--- src/rtl/irq_holdoff_pkg.sv ---
package irq_holdoff_pkg;

  // Raw sum of the current base and one step, kept 32 bits wide so a
  // comparison against the limit cannot wrap.
  function automatic int unsigned hold_bump(input int unsigned base,
                                            input int unsigned step);
    return base + step;
  endfunction

  // True when a bumped base would pass the limit.
  function automatic logic hold_overflow(input int unsigned bumped,
                                         input int unsigned limit);
    return bumped > limit;
  endfunction

endpackage

--- src/rtl/holdoff_base.sv ---
module holdoff_base
  import irq_holdoff_pkg::*;
#(
  parameter int unsigned MIN_HOLD   = 10,
  parameter int unsigned HOLD_STEP  = 10,
  parameter int unsigned HOLD_LIMIT = 1000,
  parameter int unsigned CW         = 10
) (
  input  logic          clk,
  input  logic          rst,
  input  logic          ei_exec,
  input  logic          commit_seen,
  output logic [CW-1:0] base_o,
  output logic          stuck_o
);

  localparam logic [CW-1:0] MIN_V   = CW'(MIN_HOLD);
  localparam logic [CW-1:0] LIMIT_V = CW'(HOLD_LIMIT);

  logic [CW-1:0] base_q;
  logic          stuck_q;
  int unsigned   bumped_w;
  logic          bump_ovf_w;
  logic          bump_evt_w;

  assign bumped_w   = hold_bump(32'(base_q), HOLD_STEP);
  assign bump_ovf_w = hold_overflow(bumped_w, HOLD_LIMIT);
  assign bump_evt_w = commit_seen && !ei_exec;

  always_ff @(posedge clk) begin
    if (rst) begin
      base_q  <= MIN_V;
      stuck_q <= 1'b0;
    end else begin
      stuck_q <= 1'b0;
      if (ei_exec) begin
        base_q <= MIN_V;
      end else if (commit_seen) begin
        if (bump_ovf_w) begin
          base_q  <= MIN_V;
          stuck_q <= 1'b1;
        end else begin
          base_q <= CW'(bumped_w);
        end
      end
    end
  end

  assign base_o  = base_q;
  assign stuck_o = stuck_q;


  base_in_range_chk: assert property (@(posedge clk) disable iff (rst)
    base_q <= LIMIT_V);


  stuck_single_chk: assert property (@(posedge clk) disable iff (rst)
    stuck_q |=> !stuck_q);


  stuck_min_chk: assert property (@(posedge clk) disable iff (rst)
    stuck_q |-> base_q == MIN_V);


  enable_restore_chk: assert property (@(posedge clk) disable iff (rst)
    ei_exec |=> (base_q == MIN_V) && !stuck_q);


  bump_grow_chk: assert property (@(posedge clk) disable iff (rst)
    (bump_evt_w && !bump_ovf_w) |=> base_q > $past(base_q));


  base_quiet_chk: assert property (@(posedge clk) disable iff (rst)
    (!ei_exec && !commit_seen) |=> $stable(base_q));

endmodule

--- src/rtl/holdoff_counter.sv ---
module holdoff_counter #(
  parameter int unsigned CW = 10
) (
  input  logic          clk,
  input  logic          rst,
  input  logic          load,
  input  logic [CW-1:0] load_val,
  input  logic          adv,
  output logic [CW-1:0] cnt_o,
  output logic          zero_o
);

  logic [CW-1:0] cnt_q;
  logic          dec_w;

  assign dec_w = adv && (cnt_q != '0);

  always_ff @(posedge clk) begin
    if (rst)        cnt_q <= '0;
    else if (load)  cnt_q <= load_val;
    else if (dec_w) cnt_q <= cnt_q - 1'b1;
  end

  assign cnt_o  = cnt_q;
  assign zero_o = (cnt_q == '0);


  reload_chk: assert property (@(posedge clk) disable iff (rst)
    load |=> cnt_q == $past(load_val));


  step_down_chk: assert property (@(posedge clk) disable iff (rst)
    (!load && adv && cnt_q != '0) |=> cnt_q == $past(cnt_q) - 1'b1);


  stall_hold_chk: assert property (@(posedge clk) disable iff (rst)
    (!load && (!adv || cnt_q == '0)) |=> $stable(cnt_q));

endmodule

--- src/rtl/irq_holdoff.sv ---
module irq_holdoff #(
  parameter int unsigned MIN_HOLD   = 10,
  parameter int unsigned HOLD_STEP  = 10,
  parameter int unsigned HOLD_LIMIT = 1000
) (
  input  logic clk,
  input  logic rst,
  input  logic irq_pending,
  input  logic irq_enabled,
  input  logic defer_evt,
  input  logic fe_advance,
  input  logic commit_seen,
  input  logic ei_exec,
  output logic irq_accept,
  output logic stuck_exc
);

  localparam int unsigned CW = $clog2(HOLD_LIMIT + 1);

  logic [CW-1:0] base_w;
  logic [CW-1:0] cnt_w;
  logic          cnt_zero_w;

  holdoff_base #(
    .MIN_HOLD  (MIN_HOLD),
    .HOLD_STEP (HOLD_STEP),
    .HOLD_LIMIT(HOLD_LIMIT),
    .CW        (CW)
  ) u_base (
    .clk        (clk),
    .rst        (rst),
    .ei_exec    (ei_exec),
    .commit_seen(commit_seen),
    .base_o     (base_w),
    .stuck_o    (stuck_exc)
  );

  holdoff_counter #(
    .CW(CW)
  ) u_cnt (
    .clk     (clk),
    .rst     (rst),
    .load    (defer_evt),
    .load_val(base_w),
    .adv     (fe_advance),
    .cnt_o   (cnt_w),
    .zero_o  (cnt_zero_w)
  );

  assign irq_accept = irq_pending && irq_enabled && cnt_zero_w;


  defer_blocks_chk: assert property (@(posedge clk) disable iff (rst)
    (defer_evt && base_w != '0) |=> !irq_accept);


  accept_keeps_cnt_chk: assert property (@(posedge clk) disable iff (rst)
    (irq_accept && !defer_evt) |=> cnt_w == '0);


  reset_state_chk: assert property (@(posedge clk)
    rst |=> (cnt_w == '0) && !stuck_exc && (base_w == CW'(MIN_HOLD)));

endmodule

--- config.mk ---
export PLATFORM = sky130hd
export DESIGN_NAME = irq_holdoff
export DESIGN_NICKNAME = d
export VERILOG_FILES = /design/src/rtl/irq_holdoff_pkg.sv /design/src/rtl/holdoff_base.sv /design/src/rtl/holdoff_counter.sv /design/src/rtl/irq_holdoff.sv
export SDC_FILE = /design/constraint.sdc
export NUM_CORES = 1
export LEC_CHECK = 0
export BUFFER_PORTS_ARGS = -buffer_cell sky130_fd_sc_hd__buf_4
export CAP_MARGIN = 20
export CORE_MARGIN = 3
export CORE_UTILIZATION = 40
export CTS_CLUSTER_SIZE = 24
export DETAILED_ROUTE_END_ITERATION = 12
export GPL_ROUTABILITY_DRIVEN = 0
export SLEW_MARGIN = 0
export SYNTH_ARGS = -nofsm -noshare
export SYNTH_HDL_FRONTEND = slang
export SYNTH_SLANG_ARGS = --single-unit
--- constraint.sdc ---
create_clock -name clk -period 2.65 [get_ports clk]
set_input_delay 0.265 -clock clk [delete_from_list [all_inputs] [get_ports clk]]
set_output_delay 0.265 -clock clk [all_outputs]
set_load 0.05 [all_outputs]
==> results of run 1 <==
==> per-stage QoR <==
step           utilization, %  worst slack (ps)  total power (W)  hold slack, ps  cells
2_1_floorplan               -             426.6        0.0004359           461.1    149
3_3_place_gp            45.83             562.1        0.0004596           516.5    178
3_5_place_dp            45.83             499.2        0.0004624           521.6    178
4_1_cts                 47.68             431.1        0.0007174           170.0    182
5_1_grt                 47.68             287.8        0.0007479           187.3    182
6_report                47.68             446.9        0.0007102           177.6    182
==> cell type report <==
| class | count | area share [%] |
|---|---|---|
| multi-input combinational | 108 | 56.12 |
| sequential | 20 | 29.44 |
| timing repair buffer | 9 | 4.968 |
| tap | 31 | 2.852 |
| inverter | 10 | 2.760 |
| clock inverter | 1 | 2.208 |
| clock buffer | 3 | 1.656 |
==> metal layers <==
| layer | vias to the layer above | part of all wire, % | global-route usage [%] | routed length, um |
|---|---|---|---|---|
| li1 | 550 | - | - | - |
| met1 | 519 | 47 | 20.53 | 1230 |
| met3 | 4 | 3.0 | 3.099 | 78 |
| met4 | 0 | 1.7 | 6.667 | 43 |
| met5 | - | 0 | 0 | 0 |
| met2 | 19 | 48 | 26.01 | 1246 |
==> where the power goes <==
group / switching, W / leakage (nW) / internal [W]
registers: 0.0000175 / 0.163 / 0.000314
clock network: 0.000101 / 0.0279 / 0.000153
logic: 0.0000685 / 0.353 / 0.0000562
total: 0.000187 / 0.544 / 0.000523
==> flip-flops by register name, summed over array words and instances, names as in the netlist <==
signal          cells
u_base.base_o       9
u_cnt.cnt_o        10
u_base.stuck_o      1
==> kinds of logic (layout without fill, tap and decap cells) <==
logic type,Yosys count,in the layout,share of synthesized area [%]
AOI/OAI and AO/OA,37,37,22.68
DFF,20,20,32.26
muxes,5,5,4.234
xor gates and xnor gates,12,12,8.468
adders and majority gates,2,2,2.016
buffers and inverters,21,23,6.754
and+or+nand+nor,52,52,23.59
==> cells in the final DEF (no fill, tap or decap), types with 2 or more instances in the layout <==
cell type	instances
sky130_fd_sc_hd__a211o_1	2
sky130_fd_sc_hd__mux2i_1	3
sky130_fd_sc_hd__a211oi_1	4
sky130_fd_sc_hd__nand4_1	2
sky130_fd_sc_hd__a2111oi_0	2
sky130_fd_sc_hd__o21bai_1	2
sky130_fd_sc_hd__o21a_1	4
sky130_fd_sc_hd__or4_1	4
sky130_fd_sc_hd__buf_4	9
sky130_fd_sc_hd__nor4_1	6
sky130_fd_sc_hd__a21oi_1	9
sky130_fd_sc_hd__o21ai_0	4
sky130_fd_sc_hd__nand3_1	4
sky130_fd_sc_hd__nor2_1	12
sky130_fd_sc_hd__dfxtp_1	20
sky130_fd_sc_hd__nor3_1	5
sky130_fd_sc_hd__inv_1	10
sky130_fd_sc_hd__xor2_1	7
sky130_fd_sc_hd__nand2_1	10
sky130_fd_sc_hd__clkbuf_4	3
sky130_fd_sc_hd__xnor2_1	5
sky130_fd_sc_hd__ha_1	2
==> worst min path at each step <==
| stage | startpoint | to | slack (ps) | cells past startpoint |
|---|---|---|---|---|
| after floorplan | ei_exec | u_base.stuck_o$_SDFF_PP0_ | 460 | 2 |
| after global placement | rst | u_cnt.cnt_o[1]$_SDFFE_PP0P_ | 520 | 2 |
| after detailed placement | rst | u_cnt.cnt_o[1]$_SDFFE_PP0P_ | 520 | 2 |
| after CTS | rst | u_cnt.cnt_o[1]$_SDFFE_PP0P_ | 170 | 2 |
| after global routing | rst | u_cnt.cnt_o[1]$_SDFFE_PP0P_ | 190 | 2 |
| final | rst | u_cnt.cnt_o[1]$_SDFFE_PP0P_ | 180 | 2 |
==> metrics, run 1 <==
sequential area share after synthesis 32.26%; final wirelength about 2600 um; VDD IR-drop max 0.2871 mV; Slew HR between 60% and 70%; Worst Path Arrival 1940 ps; initial core utilization 43.51%; clock-pin slew on the worst setup and hold paths 130 ps; largest fanout of any net on the critical path 8; capturing point of the worst reg2reg path u_base.base_o[9]$_SDFFE_PP0P_; die area roughly 3800 um2; ranking of synthesized cells by area sky130_fd_sc_hd__dfxtp_1, sky130_fd_sc_hd__xor2_1, sky130_fd_sc_hd__a21oi_1, sky130_fd_sc_hd__nor2_1, sky130_fd_sc_hd__nor4_1; type of the worst setup path reg -> out; sequence of cells on the critical path or4_1 -> nor4_2 -> buf_4; Inserted Clock Buffers 3; count of final hold-check violations 0; clock tree skew after final layout 12.39 ps; number of gates given a new drive strength after cts 0; Worst-Skew Late Latency 310 ps; max-capacitance violation count 0; Post-Syn Area per Cell 8.330 um2; 1st-pass router iterations 4; post-synthesis instance total 149; Yosys top cell area share between 30% and 40%; yosys synthesis warning count 0; number of max-slew violations in the final report 0; maximum buffer depth of the clock tree 2; critical path endpoint irq_accept; Reg-to-Reg Start u_base.base_o[2]$_SDFFE_PP0P_; library cells used by synthesis 43; share of final-layout standard cells stronger than drive strength 1 ~15%; HP Class in -> reg; most frequently used cell type in the post-synthesis netlist sky130_fd_sc_hd__dfxtp_1; async set or reset register ratio after synthesis 0%; CP Capture Type output pin; clock tree from TritonCTS yes; Crit-path slowest cell sky130_fd_sc_hd__or4_1; number of remaining DRC errors 0; setup repair after global routing missed its margin false; top cell types by occurrence after synthesis sky130_fd_sc_hd__dfxtp_1, sky130_fd_sc_hd__nor2_1, sky130_fd_sc_hd__inv_1, sky130_fd_sc_hd__nand2_1, sky130_fd_sc_hd__a21oi_1; Filler Cells Inserted 300; H-tree Lvls 1; number of antenna violations at the first check in global routing 0; FF+latch area roughly 400 um2; HPWL reported at the end of detailed placement 1912 um; number of placement rows 19; launching element of the worst setup path u_cnt.cnt_o[2]$_SDFFE_PP0P_; Post-synth EDFFs 0; Antenna Diode Count 0; number of DRC violations after detailed-routing iteration 0 66; post-layout minimum cycle time 2203 ps; average wire per cell in the routed design between 10 and 15 um; summed instance area of the synthesized netlist 1241 um2; global-route congestion overflow total 0; via count of the first global-routing pass between 1000 and 1500; flip-flop and latch count after synthesis 20; post-detailed-route count of antenna-violating nets 0; first-pass GRT wire length 4526 um; Die Y-Extent 61.71 um; I/O pin cnt 10; Max stage delay on crit path 710 ps; post-layout instance area 1360 um2; instance area at placement between 1000 and 1500 um2; Lkg Pwr 0.5443 nW; cell class contributing the biggest share of worst-path delay simple AND/OR/NAND/NOR gates; status complete, no violations; CP Buf/Inv Count 1; pin count of the biggest net entering global routing 18; DIE WIDTH 61.71 um; Sink Count 20; combined area of the multi-input logic cells 763.2 um2; cell count of the worst reg-to-reg path 6; setup tns final 0 ps; count of endpoints failing setup in the final report 0; upper clock frequency limit 453.9 MHz; setup repair bufs after CTS 0; actual transition at the worst max-transition pin between 500 and 600 ps; GRT Total Usage 15.94%; Area Overhead vs Synth 9.576%; most frequently used flop master after synthesis sky130_fd_sc_hd__dfxtp_1; final period utilization 83.14%; power density over the cells around 520 nW/um2; via density per instance 6.000; Required @ worst endpoint 2380 ps; Root Driver sky130_fd_sc_hd__clkbuf_4; Worst setup SP type flop; cell taking the most area after synthesis sky130_fd_sc_hd__dfxtp_1; nets in the synthesized netlist 159; total number of vias 1092; buffers added on ports 9; area of the placeable core around 2900 um2; Post-CTS Hold Fix Bufs 0; total number of cells along the worst setup path 3; setup slack of the most critical reg-to-reg path 490 ps; Layout Nets 162
Note: power is estimated with default switching activity, not from simulation.
==> run 2: changes to the inputs <==
==> constraint.sdc (replaced) <==
create_clock -name clk -period 2.1 [get_ports clk]
set_input_delay 0.21 -clock clk [delete_from_list [all_inputs] [get_ports clk]]
set_output_delay 0.21 -clock clk [all_outputs]
set_load 0.05 [all_outputs]
==> run 2 against run 1 <==
  * Register-to-register slack got worse by 300 ps
  * Utilization grew 1.1 points
  * Non-clock buffer count increased by 4
  * Sequential power grew 26%
  * Power is 14% higher
  * Clock power decreased by 11%
  * Via count decreased by 2.0%
  * Largest cell class unchanged
  * Hold slack got worse by 37 ps
  * Wire length down 1.0%
  * Clock skew decreased by 9.8 ps
  * Sequential cell count did not move
==> metrics, run 2 (synthesis gave the netlist of run 1 again) <==
status complete, no violations (unchanged); clock-pin slew on the worst setup and hold paths 110 ps (was 130 ps); max-capacitance violation count 0 (unchanged); count of endpoints failing setup in the final report 0 (unchanged); cell class contributing the biggest share of worst-path delay simple AND/OR/NAND/NOR gates (unchanged); Max stage delay on crit path 660 ps (was 710 ps); 1st-pass router iterations 4 (unchanged); share of power burned in combinational logic 20.9% (was 17.6%); internal power component 0.0005799 W (was 0.0005227 W); setup slack of the most critical reg-to-reg path 190 ps (was 490 ps); maximum buffer depth of the clock tree 2 (unchanged); Die Y-Extent 61.71 um (unchanged); worst hold path startpoint rst (unchanged); HPWL reported at the end of detailed placement 1918 um (was 1912 um); initial core utilization 43.51% (unchanged); number of remaining DRC errors 0 (unchanged); sequence of cells on the critical path or4_1 -> nor4_4 -> buf_4 (was or4_1 -> nor4_2 -> buf_4); type of the worst setup path reg -> out (unchanged); instance area at placement 1346 um2 (was 1308 um2); number of placement rows 19 (unchanged); Reg-to-Reg Start u_cnt.cnt_o[9]$_SDFFE_PP0P_ (was u_base.base_o[2]$_SDFFE_PP0P_); count of final hold-check violations 0 (unchanged); switching power share of the total 28.59% (was 26.39%); Root Driver sky130_fd_sc_hd__clkbuf_4 (unchanged); Highest Signal Layer met4 (unchanged); number of max-slew violations in the final report 0 (unchanged); post-layout instance area 1393 um2 (was 1360 um2); Area Overhead vs Synth 12.20% (was 9.576%); post-detailed-route count of antenna-violating nets 0 (unchanged); pin count of the biggest net entering global routing 18 (unchanged); setup repair bufs after CTS 0 (unchanged); power density over the cells 583.2 nW/um2 (was 522.1 nW/um2); HP Class in -> reg (unchanged); area of the placeable core 2853 um2 (unchanged); cell count of the worst reg-to-reg path 5 (was 6); total number of vias 1070 (was 1092); Worst-Skew Late Latency 300 ps (was 310 ps); clock tree from TritonCTS yes (unchanged); Layout Nets 166 (was 162); Clock power frac 27.9% (was 35.8%); Filler Cells Inserted 293 (was 300); net switching component of the power 0.0002322 W (was 0.0001874 W); largest fanout of any net on the critical path 5 (was 8); setup tns final 0 ps (unchanged); Slew HR 69.40% (was 63.23%); actual transition at the worst max-transition pin 455.5 ps (was 549.3 ps); GRT Total Usage 15.59% (was 15.94%); share of final-layout standard cells stronger than drive strength 1 19.35% (was 14.57%); buffers added on ports 9 (unchanged); Met1 Routed Length 1219 um (was 1230 um); number of antenna violations at the first check in global routing 0 (unchanged); H-tree Lvls 1 (unchanged); most frequent standard cell in the layout excluding fill and tap cells sky130_fd_sc_hd__dfxtp_1 (unchanged); Lkg Pwr 0.5590 nW (was 0.5443 nW); Antenna Diode Count 0 (unchanged); setup repair after global routing missed its margin false (unchanged); Required @ worst endpoint 1890 ps (was 2380 ps); CP Capture Type output pin (unchanged); first-pass GRT wire length 4429 um (was 4526 um); clock tree skew after final layout 2.578 ps (was 12.39 ps); Crit-path slowest cell sky130_fd_sc_hd__or4_1 (unchanged); via density per instance 5.753 (was 6.000); Post-CTS Hold Fix Bufs 0 (unchanged); detailed route wirelength on metal2 1266 um (was 1246 um); DIE WIDTH 61.71 um (unchanged); cell depth of the worst min-delay path 2 (unchanged); number of flip-flops in the largest register 10 (unchanged); global-route congestion overflow total 0 (unchanged); post-layout minimum cycle time 2005 ps; Sink Count 20 (unchanged); commonest non-fill, non-tap cells in the layout sky130_fd_sc_hd__dfxtp_1, sky130_fd_sc_hd__buf_4, sky130_fd_sc_hd__nor2_1 (was sky130_fd_sc_hd__dfxtp_1, sky130_fd_sc_hd__nor2_1, sky130_fd_sc_hd__inv_1, sky130_fd_sc_hd__nand2_1); final period utilization 95.45%; die area 3808 um2 (unchanged); Worst setup SP type flop (unchanged); average wire per cell in the routed design 13.83 um (was 14.27 um); final wirelength 2572 um (was 2598 um); via count of the first global-routing pass 1017 (was 1011); WL met3 68 um (was 78 um); VDD IR-drop max 0.3773 mV (was 0.2871 mV); number of DRC violations after detailed-routing iteration 0 46 (was 66); Flop pwr share 51.2% (was 46.6%); CP Buf/Inv Count 1 (unchanged); capturing point of the worst reg2reg path u_cnt.cnt_o[1]$_SDFFE_PP0P_ (was u_base.base_o[9]$_SDFFE_PP0P_); I/O pin cnt 10 (unchanged); upper clock frequency limit between 400 and 500 MHz; WHS Endpoint u_cnt.cnt_o[1]$_SDFFE_PP0P_ (unchanged); Worst Path Arrival 1790 ps (was 1940 ps); Inserted Clock Buffers 3 (unchanged)
## run 2: changes by cell type in the layout (fill, tap and decap cells not counted), sizes merged
cell	before	now
clkbuf	3	4
buf	9	13
bufinv	1	0
## run 2: power groups by stage
stage / combinational [W] / clock [W] / sequential, W
floorplan: 0.000138 / 0 / 0.000417
global placement: 0.000164 / 0 / 0.000423
detailed placement: 0.000166 / 0 / 0.000423
CTS: 0.000171 / 0.000238 / 0.000415
global route: 0.000189 / 0.000253 / 0.000419
finish: 0.000170 / 0.000227 / 0.000416
## run 2: metrics by stage
step / power (W) / hold WS (ps) / setup WS (ps) / util, % / instances
2_1_floorplan: 0.0005543 / 406.1 / 217.9 / - / 149
3_3_place_gp: 0.0005866 / 463.1 / 116.3 / 47.19 / 182
3_5_place_dp: 0.0005895 / 473.9 / 69.63 / 47.19 / 182
4_1_cts: 0.0008241 / 135.6 / 46.35 / 48.60 / 186
5_1_grt: 0.0008617 / 125.7 / 14.53 / 48.82 / 186
6_report: 0.0008121 / 140.2 / 95.47 / 48.82 / 186
## run 2: area by class of cell
cell class              count  area [um2]  share of cell area, %
clock buffers               4       36.28                  2.606
inverters                  10       37.54                  2.695
multi-input cells         108       779.5                  55.97
flip-flops and latches     20       402.9                  28.93
well taps                  31       38.79                  2.785
repair buffers             13       97.59                  7.008
## run 2: worst max-delay path by stage
stage / from / endpoint / slack [ps] / cells after the start
6_report: u_cnt.cnt_o[9]$_SDFFE_PP0P_ / irq_accept / 100 / 3
5_1_grt: u_base.base_o[2]$_SDFFE_PP0P_ / u_base.base_o[9]$_SDFFE_PP0P_ / 10 / 7
4_1_cts: u_base.base_o[2]$_SDFFE_PP0P_ / u_base.base_o[9]$_SDFFE_PP0P_ / 50 / 7
3_5_place_dp: u_base.base_o[2]$_SDFFE_PP0P_ / u_base.base_o[9]$_SDFFE_PP0P_ / 70 / 7
3_3_place_gp: u_cnt.cnt_o[2]$_SDFFE_PP0P_ / u_cnt.cnt_o[9]$_SDFFE_PP0P_ / 120 / 5
2_1_floorplan: u_cnt.cnt_o[2]$_SDFFE_PP0P_ / u_cnt.cnt_o[9]$_SDFFE_PP0P_ / 220 / 6
## run 2: routing by layer
metal | up-vias | GRT usage, %
li1 | 551 | -
met1 | 507 | 18.65
met2 | 10 | 27.65
met3 | 2 | 4.339
met4 | 0 | 3.636
met5 | - | 0
## run 2: worst reg2reg max path, cell delays in order, from the launching register on
cell and delay (ps):
sky130_fd_sc_hd__dfxtp_1 360, sky130_fd_sc_hd__or4_1 660, sky130_fd_sc_hd__o31ai_4 350, sky130_fd_sc_hd__nor2_1 70
sky130_fd_sc_hd__a211o_1 290, sky130_fd_sc_hd__a21oi_2 130
## run 2: timing repair
item	4_1_cts	5_1_grt
setup endpoints to repair	1	2
hold endpoints to repair	0	0
resized for setup	1	4
==> run 3: changes to the inputs <==
--- a/config.mk
+++ b/config.mk
@@ -9,9 +9,11 @@
 export CAP_MARGIN = 20
 export CORE_MARGIN = 3
 export CORE_UTILIZATION = 40
+export CTS_BUF_LIST = sky130_fd_sc_hd__clkbuf_4
 export CTS_CLUSTER_SIZE = 24
 export DETAILED_ROUTE_END_ITERATION = 12
 export GPL_ROUTABILITY_DRIVEN = 0
+export PLACE_DENSITY_LB_ADDON = 0.1
 export SLEW_MARGIN = 0
 export SYNTH_ARGS = -nofsm -noshare
 export SYNTH_HDL_FRONTEND = slang
==> run 3 against run 2 <==
  * Sequential share of layout area down 0.44 points
  * Critical path type unchanged
  * Critical endpoint unchanged
  * Critical path depth unchanged
  * Clock skew up 12 ps
  * Cell area up 0.90%
==> metrics, run 3 (synthesis gave the netlist of run 1 again) <==
maximum buffer depth of the clock tree 2 (unchanged); actual transition at the worst max-transition pin 491.3 ps (was 455.5 ps); pin count of the biggest net entering global routing 18 (unchanged); clock tree skew after final layout 14.61 ps (was 2.578 ps); type of the worst setup path reg -> out (unchanged); count of endpoints failing setup in the final report 0 (unchanged); setup repair bufs after CTS 0 (unchanged); commonest non-fill, non-tap cells in the layout sky130_fd_sc_hd__dfxtp_1, sky130_fd_sc_hd__nor2_1, sky130_fd_sc_hd__buf_4 (was sky130_fd_sc_hd__dfxtp_1, sky130_fd_sc_hd__buf_4, sky130_fd_sc_hd__nor2_1); post-detailed-route count of antenna-violating nets 0 (unchanged); max-capacitance violation count 0 (unchanged); Worst-Skew Late Latency 310 ps (was 300 ps); Area Overhead vs Synth 13.21% (was 12.20%); average wire per cell in the routed design 14.00 um (was 13.83 um); Inserted Clock Buffers 3 (unchanged); H-tree Lvls 1 (unchanged); Crit-path slowest cell sky130_fd_sc_hd__or4_4 (was sky130_fd_sc_hd__or4_1); clock tree from TritonCTS yes (unchanged); 1st-pass router iterations 4 (unchanged); HPWL reported at the end of detailed placement 1941 um (was 1918 um); CP Capture Type output pin (unchanged); via density per instance 5.849 (was 5.753); number of remaining DRC errors 0 (unchanged); Layout Nets 165 (was 166); number of flip-flops in the largest register 10 (unchanged); post-layout minimum cycle time 1999 ps (was 2005 ps); HP Class in -> reg (unchanged); first-pass GRT wire length 4388 um (was 4429 um); GRT Total Usage 15.45% (was 15.59%); buffers added on ports 9 (unchanged); status complete, no violations (unchanged); clock-pin slew on the worst setup and hold paths 120 ps (was 110 ps); Sink Count 20 (unchanged); Die Y-Extent 61.71 um (unchanged); die area 3808 um2 (unchanged); post-placement worst setup slack 74.85 ps (was 69.63 ps); share of final-layout standard cells stronger than drive strength 1 18.18% (was 19.35%); initial core utilization 43.51% (unchanged); number of DRC violations after detailed-routing iteration 0 68 (was 46); number of max-slew violations in the final report 0 (unchanged); Final Util 49.25% (was 48.82%); CP Buf/Inv Count 1 (unchanged); Final Worst Setup Slack 100.8 ps (was 95.47 ps); power density over the cells 644.4 nW/um2 (was 583.2 nW/um2); number of antenna violations at the first check in global routing 0 (unchanged); Max stage delay on crit path 620 ps (was 660 ps); combined area of the multi-input logic cells 782.0 um2 (was 779.5 um2); Filler Cells Inserted 269 (was 293); via count of the first global-routing pass 988 (was 1017); total number of vias 1082 (was 1070); area of the placeable core 2853 um2 (unchanged); largest fanout of any net on the critical path 8 (was 5); sequence of cells on the critical path or4_4 -> nor4_4 -> buf_6 (was or4_1 -> nor4_4 -> buf_4); I/O pin cnt 10 (unchanged); Worst Path Arrival 1790 ps (about the same); tightest hold margin 124.8 ps (was 140.2 ps); Lkg Pwr 0.5594 nW (was 0.5590 nW); Required @ worst endpoint 1890 ps (about the same); setup tns final 0 ps (unchanged); number of placement rows 19 (unchanged); setup repair after global routing missed its margin false (unchanged); DIE WIDTH 61.71 um (unchanged); count of final hold-check violations 0 (unchanged); VDD IR-drop max 0.3149 mV (was 0.3773 mV); Post-CTS Hold Fix Bufs 0 (unchanged); cell class contributing the biggest share of worst-path delay simple AND/OR/NAND/NOR gates (unchanged); FF+latch area 400.4 um2 (was 402.9 um2); Antenna Diode Count 0 (unchanged); final period utilization 95.20% (was 95.45%); Slew HR 66.99% (was 69.40%); Worst setup SP type flop (unchanged); global-route congestion overflow total 0 (unchanged); upper clock frequency limit 500.2 MHz (was 498.9 MHz); most frequent standard cell in the layout excluding fill and tap cells sky130_fd_sc_hd__dfxtp_1 (unchanged); Root Driver sky130_fd_sc_hd__clkbuf_4 (unchanged); final wirelength 2590 um (was 2572 um)
[run 3: worst register-to-register path, cell delays in order (launching register included)]
cell	delay (ps)
sky130_fd_sc_hd__dfxtp_1	370
sky130_fd_sc_hd__or4_4	620
sky130_fd_sc_hd__nor4_1	320
sky130_fd_sc_hd__mux2_1	360
sky130_fd_sc_hd__mux2i_1	130
sky130_fd_sc_hd__nor2_1	50
[run 3: through the flow]
step                instances  instance area [um2]   power, W
CTS                       185                 1395  0.0009124
finish                    185                 1405  0.0009055
floorplan                 149                 1256  0.0005543
global placement          181                 1339  0.0005875
detailed placement        181                 1339  0.0005907
global route              185                 1405  0.0009580
[run 3: final cells by class]
class	instances	share of cell area, %
repair buffers	12	6.679
flip-flops and latches	20	28.50
clock inverters	1	2.137
multi-input cells	108	55.65
inverters	10	2.671
clock buffers	3	1.603
well taps	31	2.760
[run 3: routing by layer]
metal	track usage, %	wire length, um
met1	20.23	1264
met2	25.11	1209
met4	7.576	46
met5	0	0
met3	1.860	70
[run 3: power breakdown]
part / total [W] / switching, W / internal (W)
clock network: 0.000316 / 0.000123 / 0.000193
logic: 0.000174 / 0.0000941 / 0.0000800
registers: 0.000415 / 0.0000193 / 0.000396
total: 0.000905 / 0.000237 / 0.000669
[run 3: worst paths after layout]
check                                start                            end  slack [ps]  cells after the start
min                                    rst    u_cnt.cnt_o[1]$_SDFFE_PP0P_         120                      2
max            u_cnt.cnt_o[2]$_SDFFE_PP0P_                     irq_accept         100                      3
max reg2reg    u_cnt.cnt_o[2]$_SDFFE_PP0P_    u_cnt.cnt_o[8]$_SDFFE_PP0P_         150                      5
min reg2reg  u_base.base_o[2]$_SDFFE_PP0P_  u_base.base_o[2]$_SDFFE_PP0P_         590                      2
[run 3: timing repair]
item,CTS,global route
endpoints found under the setup margin,1,9
cloned,0,0
resized for setup,1,3
